$ cat src/rtl/rv_idu_pkg.sv
package rv_idu_pkg;

  localparam logic [6:0] OPC_LUI    = 7'b0110111;
  localparam logic [6:0] OPC_AUIPC  = 7'b0010111;
  localparam logic [6:0] OPC_JAL    = 7'b1101111;
  localparam logic [6:0] OPC_JALR   = 7'b1100111;
  localparam logic [6:0] OPC_BRANCH = 7'b1100011;
  localparam logic [6:0] OPC_LOAD   = 7'b0000011;
  localparam logic [6:0] OPC_STORE  = 7'b0100011;
  localparam logic [6:0] OPC_OPIMM  = 7'b0010011;
  localparam logic [6:0] OPC_OPREG  = 7'b0110011;

  typedef enum logic [0:0] {SRC1_REG = 1'b0, SRC1_PC  = 1'b1} src1_e;
  typedef enum logic [0:0] {SRC2_REG = 1'b0, SRC2_IMM = 1'b1} src2_e;
  typedef enum logic [1:0] {WB_ALU = 2'd0, WB_MEM = 2'd1, WB_LINK = 2'd2} wb_e;
  typedef enum logic [2:0] {
    IMK_NONE, IMK_I, IMK_S, IMK_B, IMK_U, IMK_J
  } imm_kind_e;

  typedef struct packed {
    logic      wr_reg;
    logic      rd_mem;
    logic      wr_mem;
    src1_e     src1;
    src2_e     src2;
    wb_e       wb;
    logic      uses_a;
    logic      uses_b;
    imm_kind_e kind;
  } ctrl_t;

endpackage

$ cat src/rtl/rv_idu_ctrl.sv
module rv_idu_ctrl
  import rv_idu_pkg::*;
(
  input  logic [6:0] opcode,
  output ctrl_t      ctrl
);

  always_comb begin
    ctrl = '{wr_reg: 1'b0, rd_mem: 1'b0, wr_mem: 1'b0, src1: SRC1_REG,
             src2: SRC2_REG, wb: WB_ALU, uses_a: 1'b0, uses_b: 1'b0,
             kind: IMK_NONE};
    unique case (opcode)
      OPC_OPREG: begin
        ctrl.wr_reg = 1'b1;
        ctrl.uses_a = 1'b1;
        ctrl.uses_b = 1'b1;
      end
      OPC_OPIMM: begin
        ctrl.wr_reg = 1'b1;
        ctrl.uses_a = 1'b1;
        ctrl.src2   = SRC2_IMM;
        ctrl.kind   = IMK_I;
      end
      OPC_LOAD: begin
        ctrl.wr_reg = 1'b1;
        ctrl.rd_mem = 1'b1;
        ctrl.uses_a = 1'b1;
        ctrl.src2   = SRC2_IMM;
        ctrl.wb     = WB_MEM;
        ctrl.kind   = IMK_I;
      end
      OPC_STORE: begin
        ctrl.wr_mem = 1'b1;
        ctrl.uses_a = 1'b1;
        ctrl.uses_b = 1'b1;
        ctrl.src2   = SRC2_IMM;
        ctrl.kind   = IMK_S;
      end
      OPC_BRANCH: begin
        ctrl.uses_a = 1'b1;
        ctrl.uses_b = 1'b1;
        ctrl.src1   = SRC1_PC;
        ctrl.src2   = SRC2_IMM;
        ctrl.kind   = IMK_B;
      end
      OPC_LUI: begin
        ctrl.wr_reg = 1'b1;
        ctrl.src2   = SRC2_IMM;
        ctrl.kind   = IMK_U;
      end
      OPC_AUIPC: begin
        ctrl.wr_reg = 1'b1;
        ctrl.src1   = SRC1_PC;
        ctrl.src2   = SRC2_IMM;
        ctrl.kind   = IMK_U;
      end
      OPC_JAL: begin
        ctrl.wr_reg = 1'b1;
        ctrl.src1   = SRC1_PC;
        ctrl.src2   = SRC2_IMM;
        ctrl.wb     = WB_LINK;
        ctrl.kind   = IMK_J;
      end
      OPC_JALR: begin
        ctrl.wr_reg = 1'b1;
        ctrl.uses_a = 1'b1;
        ctrl.src1   = SRC1_PC;
        ctrl.src2   = SRC2_IMM;
        ctrl.wb     = WB_LINK;
        ctrl.kind   = IMK_I;
      end
      default: ;
    endcase
  end

endmodule

$ cat src/rtl/rv_idu_imm.sv
module rv_idu_imm
  import rv_idu_pkg::*;
#(
  parameter int ILEN = 32,
  parameter int XLEN = 32
) (
  input  logic [ILEN-1:0] instr,
  input  imm_kind_e       kind,
  output logic [XLEN-1:0] imm
);

  localparam int SIGN = ILEN - 1;
  logic [ILEN-1:0] base;
  logic            s;

  assign s = instr[SIGN];

  always_comb begin
    unique case (kind)
      IMK_I:   base = {{20{s}}, instr[31:20]};
      IMK_S:   base = {{20{s}}, instr[31:25], instr[11:7]};
      IMK_B:   base = {{19{s}}, s, instr[7], instr[30:25], instr[11:8], 1'b0};
      IMK_U:   base = {instr[31:12], 12'b0};
      IMK_J:   base = {{11{s}}, s, instr[19:12], instr[20], instr[30:21], 1'b0};
      default: base = '0;
    endcase
  end

  generate
    if (XLEN == ILEN) begin : g_same
      assign imm = base;
    end else begin : g_ext
      assign imm = {{(XLEN-ILEN){base[ILEN-1]}}, base};
    end
  endgenerate

endmodule

$ cat src/rtl/rv_idu.sv
module rv_idu
  import rv_idu_pkg::*;
#(
  parameter int ILEN = 32,
  parameter int XLEN = 32,
  parameter int RAW  = 5
) (
  input  logic [ILEN-1:0] instr_word,
  output logic [RAW-1:0]  rs1_addr,
  output logic [RAW-1:0]  rs2_addr,
  output logic [RAW-1:0]  rd_addr,
  output logic            rd_we,
  output logic            mem_rd_en,
  output logic            mem_wr_en,
  output logic            op1_sel,
  output logic            op2_sel,
  output logic [1:0]      wb_sel,
  output logic [XLEN-1:0] imm
);

  localparam int OPC_W  = 7;
  localparam int RD_LO  = OPC_W;
  localparam int RS1_LO = RD_LO + RAW + 3;
  localparam int RS2_LO = RS1_LO + RAW;

  ctrl_t ctrl;

  rv_idu_ctrl u_ctrl (
    .opcode (instr_word[OPC_W-1:0]),
    .ctrl   (ctrl)
  );

  rv_idu_imm #(.ILEN(ILEN), .XLEN(XLEN)) u_imm (
    .instr (instr_word),
    .kind  (ctrl.kind),
    .imm   (imm)
  );

  assign rs1_addr  = ctrl.uses_a ? instr_word[RS1_LO +: RAW] : '0;
  assign rs2_addr  = ctrl.uses_b ? instr_word[RS2_LO +: RAW] : '0;
  assign rd_addr   = ctrl.wr_reg ? instr_word[RD_LO +: RAW]  : '0;
  assign rd_we     = ctrl.wr_reg;
  assign mem_rd_en = ctrl.rd_mem;
  assign mem_wr_en = ctrl.wr_mem;
  assign op1_sel   = ctrl.src1;
  assign op2_sel   = ctrl.src2;
  assign wb_sel    = ctrl.wb;

endmodule

$ cat config.mk
export PLATFORM = sky130hd
export DESIGN_NAME = rv_idu
export DESIGN_NICKNAME = d
export VERILOG_FILES = /design/src/rtl/rv_idu_pkg.sv /design/src/rtl/rv_idu_ctrl.sv /design/src/rtl/rv_idu_imm.sv /design/src/rtl/rv_idu.sv
export SDC_FILE = /design/constraint.sdc
export NUM_CORES = 1
export LEC_CHECK = 0
export BUFFER_PORTS_ARGS = -buffer_cell sky130_fd_sc_hd__buf_2
export CORE_AREA = 2 2 51 53
export DETAILED_ROUTE_END_ITERATION = 10
export DIE_AREA = 0 0 53 55
export PLACE_DENSITY_LB_ADDON = 0.08
export SYNTH_ARGS = -nofsm -noshare
export SYNTH_HDL_FRONTEND = slang
export SYNTH_HIERARCHICAL = 1
export SYNTH_SLANG_ARGS = --single-unit
$ cat constraint.sdc
create_clock -name vclk -period 1.7
set_input_delay 0.17 -clock vclk [all_inputs]
set_output_delay 0.17 -clock vclk [all_outputs]
set_load 0.005 [all_outputs]
Yosys cells after proc, flatten, opt, wreduce, memory -nomap -nowiden
Cells that the tools add are included.
{"block": "word_totals", "word_cells": 35, "register_bits": 0, "output_inout_bits": 54}
{"block": "classes", "n_eq_ne": 14, "mux": 13, "n_reduce_logical": 8}
{"operator": "case mux 32 bit (5 select lines)", "count": 1}
{"operator": "equality test 7 x 6 -> 1 bit (second input constant)", "count": 3}
{"operator": "equality test 7 bit (second input constant)", "count": 3}
{"operator": "2-to-1 mux 5 bit", "count": 3}
{"operator": "case mux 3 bit (5 select lines)", "count": 1}
{"operator": "equality test 7 x 5 -> 1 bit (second input constant)", "count": 2}
{"operator": "OR reduction 8 bit", "count": 1}
{"operator": "equality test 7 x 2 -> 1 bit (second input constant)", "count": 1}
{"operator": "2-to-1 mux 1 bit", "count": 7}
{"operator": "OR reduction 7 bit", "count": 1}
{"operator": "equality test 3 x 2 -> 1 bit (second input constant)", "count": 2}
{"operator": "equality test 3 bit (second input constant)", "count": 2}
{"operator": "OR reduction 3 bit", "count": 2}
{"operator": "OR reduction 6 bit", "count": 1}
{"operator": "case mux 2 bit (2 select lines)", "count": 1}
{"operator": "OR reduction 2 bit", "count": 2}
{"operator": "OR reduction 4 bit", "count": 1}
{"operator": "equality test 3 x 1 -> 1 bit (second input constant)", "count": 1}

Depth between registers and ports, before layout
{"block": "logic_depth", "depth_word": 5, "mapped_depth": 9, "mapped_depth_nobuf": 6}

Hierarchy
The synthesis kept the hierarchy.
{"mod": "rv_idu_imm", "cells_each": 66, "seq_area_each_um2": 0.0, "area_per_inst_um2": 390.4, "instances": 1}
{"mod": "rv_idu_ctrl", "cells_each": 36, "seq_area_each_um2": 0.0, "area_per_inst_um2": 215.2, "instances": 1}
{"mod": "rv_idu", "cells_each": 15, "seq_area_each_um2": 0.0, "area_per_inst_um2": 93.8, "instances": 1}

Worst setup path before layout
Ideal clock, no wire load.
{"block": "synth_path", "path_kind": "in2out", "from": "input instr_word[6]", "to": "output imm[20]", "path_slack_ns": -0.150, "arrival_ns": 1.680, "cell_stages": 7, "path_buffers": 2, "path_cell_list": "buf_2 > or3b_1 > a21oi_1 > and2b_1 > buf_4 > nand2_1 > o21ai_0"}
{"item": "from (decl)", "line_no": "rv_idu.sv:8", "text": "input logic [ILEN-1:0] instr_word,"}
{"item": "to (decl)", "line_no": "rv_idu.sv:18", "text": "output logic [XLEN-1:0] imm"}

==> impl_metrics.json <==
{
  "status": "finished, violations left",
  "violations": "negative setup slack",
  "grt_pass1_wl_mm": 4.38,
  "die_h_um": 55,
  "cp_max_fo": 7,
  "max_slew_margin_pct": 73.2,
  "postCtsHoldBufs": 0,
  "dp_hpwl_mm": 2.28,
  "post_drt_wl_per_cell_um": 11.4,
  "num_io_pins": 86,
  "synthAdderAreaFrac_pct": 0,
  "drive_gt1_share_pct": 65.4,
  "firstDrtPassIters": 4,
  "num_vias": 1266,
  "synth_compound_area_share_pct": 36.7,
  "endpoint_kind": "output pin",
  "portBuffers": 86,
  "synth-xor-area-share_pct": 0,
  "fin_crit_ns": 1.74,
  "yosysWarnings": 6,
  "syn-instance-count": 117,
  "setup_viol": 19,
  "drcViolationCount": 0,
  "cp.arrival_ns": 1.57,
  "final-max-slew-violation-count": 0,
  "grt_pass1_vias": 1041,
  "max_freq_mhz": 574,
  "synth.area.mux_share_pct": 0,
  "synth_simple_gate_area_share_pct": 54.0,
  "grt_use_total_pct": 19.1,
  "synth_cell_types": 35,
  "via_per_inst": 4.91,
  "syn2layout_area_growth_pct": 125,
  "n_clock_buffer": 0,
  "vdd_drop_max_uv": 111,
  "diodes": 0,
  "syn_area_per_cell_sq_um": 5.98,
  "grt_max_degree": 13,
  "start_util_pct": 29.6,
  "die_x_um": 53,
  "nNetsFinal": 262,
  "crit_required_ns": 1.53,
  "antenna_found_initial": 0,
  "pre_cts_slack_ns": -0.145,
  "drt_wl_total_mm": 2.95,
  "worst_slew_pin_slew_ns": 0.402,
  "syn-cell-area_sq_um": 699,
  "drtAntennaViolNets": 0,
  "final_cell_count_no_fill": 258,
  "p_leak_uw": 0.000944,
  "min_to": "imm[13]",
  "gp_congestion": 0.844,
  "hold_path.class": "input pin to output pin",
  "grt_setup_unrepaired": "true",
  "p_per_area_nw_per_um2": 140,
  "crit_type": "input pin to output pin",
  "dp.cells": 250,
  "dr.first_iter.drc_count": 23,
  "worst_slack_ns": -0.0436,
  "final_core_util_pct": 66.6,
  "cp-start-kind": "input pin",
  "period_share_pct": 103,
  "min_path_cells": 3,
  "seq_area_sq_um": 0,
  "core-area_sq_um": 2360,
  "synth_top_family_by_area": "simple AND/OR/NAND/NOR gates",
  "overflow": 0,
  "rows": 18,
  "nFlopsAndLatches": 0,
  "max_cap_viol_count": 0,
  "finalHoldViolations": 0,
  "hp-start": "instr_word[13]",
  "die-area_sq_um": 2920,
  "synth_fp_nets": 149,
  "seq_area_frac_synth_pct": 0
}
[per-layer routing]
layer | vias to the layer above | global-route usage (%) | wire, um
met4 | 0 | 0 | 0
met3 | 0 | 2.15 | 353
met1 | 562 | 23.6 | 1170
li1 | 631 | - | -
met2 | 73 | 37.7 | 1430
met5 | - | 0 | 0
[layout by cell type, fill, tap and decap left out, types with 2 or more instances in the layout]
master   instances
a21o_1           8
a21oi_1          2
a22o_1           3
and2_1          14
and2_4           7
buf_2           77
buf_4           26
buf_6           17
nand2_1         16
nand2_2          2
nand3_1          2
nor2_1           9
nor2b_4          3
nor4_1           2
o21a_1           2
o21ai_0          5
o21ai_1          7
o21ai_2          2
o22ai_1          2
or2_4            3
[cells by family after synthesis]
kind of cell | Yosys count
AO/OA/AOI/OAI | 38
AND/OR/NAND/NOR | 68
buffers and inverters | 11
[Yosys cell counts, types with 2 or more instances]
cell      count  share of area [%]
nand2_1      18                9.7
and2_1       21                 19
nand3_1       2                1.4
o21ai_0      11                7.9
clkbuf_1      2                1.1
buf_4         3                3.2
o22ai_1       2                1.8
nor2_1       10                5.4
a21o_1        8                8.6
o21a_1        2                2.1
a22o_1        3                3.8
a21oi_1       4                2.9
buf_2         4                2.9
nor4_1        2                1.8
or2_1         2                1.8
nand2b_1      2                1.8
o21ai_1       3                2.1
[what timing repair did]
action                     4_1_cts  5_1_grt
pin swaps                       17       15
gates resized for setup         26       28
setup endpoints to repair       31       37
setup buffers                    3        3
cloned                           2        0
[cell type report]
type / instances / area [sq um]
Timing Repair Buffer: 121 / 787
Fill cell: 237 / 791
Multi-Input combinational cell: 106 / 746
Inverter: 1 / 3.75
Tap cell: 30 / 37.5
[worst max-delay path, cell delays in order]
cell and delay [ns]:
buf_8 0.10, or2_4 0.24, o21a_1 0.17, o22ai_1 0.12, buf_4 0.17, buf_6 0.10
a21oi_2 0.03, a311oi_1 0.25, a31o_2 0.15, buf_6 0.09
[metrics by stage]
stage	hold WS, ns	power [uW]	area, sq um	setup TNS [ns]
after floorplan	0.383	71.6	727	0
after global placement	0.598	180	1340	-3.00
after detailed placement	0.601	183	1340	-3.37
after CTS	0.607	199	1430	-0.313
after global routing	0.628	244	1570	-3.86
final	0.603	221	1570	-0.384
[power breakdown]
group | leakage [uW] | switching, uW | internal, uW
Clock | 0 | 0 | 0
Sequential | 0 | 0 | 0
Combinational | 0.000944 | 96.0 | 125
Total | 0.000944 | 96.0 | 125
[worst max path at each step]
stage / startpoint / endpoint / slack, ns / cells past startpoint
after floorplan: instr_word[6] / imm[12] / 0.003 / 8
after global placement: instr_word[5] / imm[11] / -0.13 / 10
after detailed placement: instr_word[5] / imm[14] / -0.15 / 9
after CTS: instr_word[6] / imm[29] / -0.04 / 10
after global routing: instr_word[5] / imm[24] / -0.17 / 10
final: instr_word[5] / imm[11] / -0.04 / 10
Power figures use the tool's default switching activity.
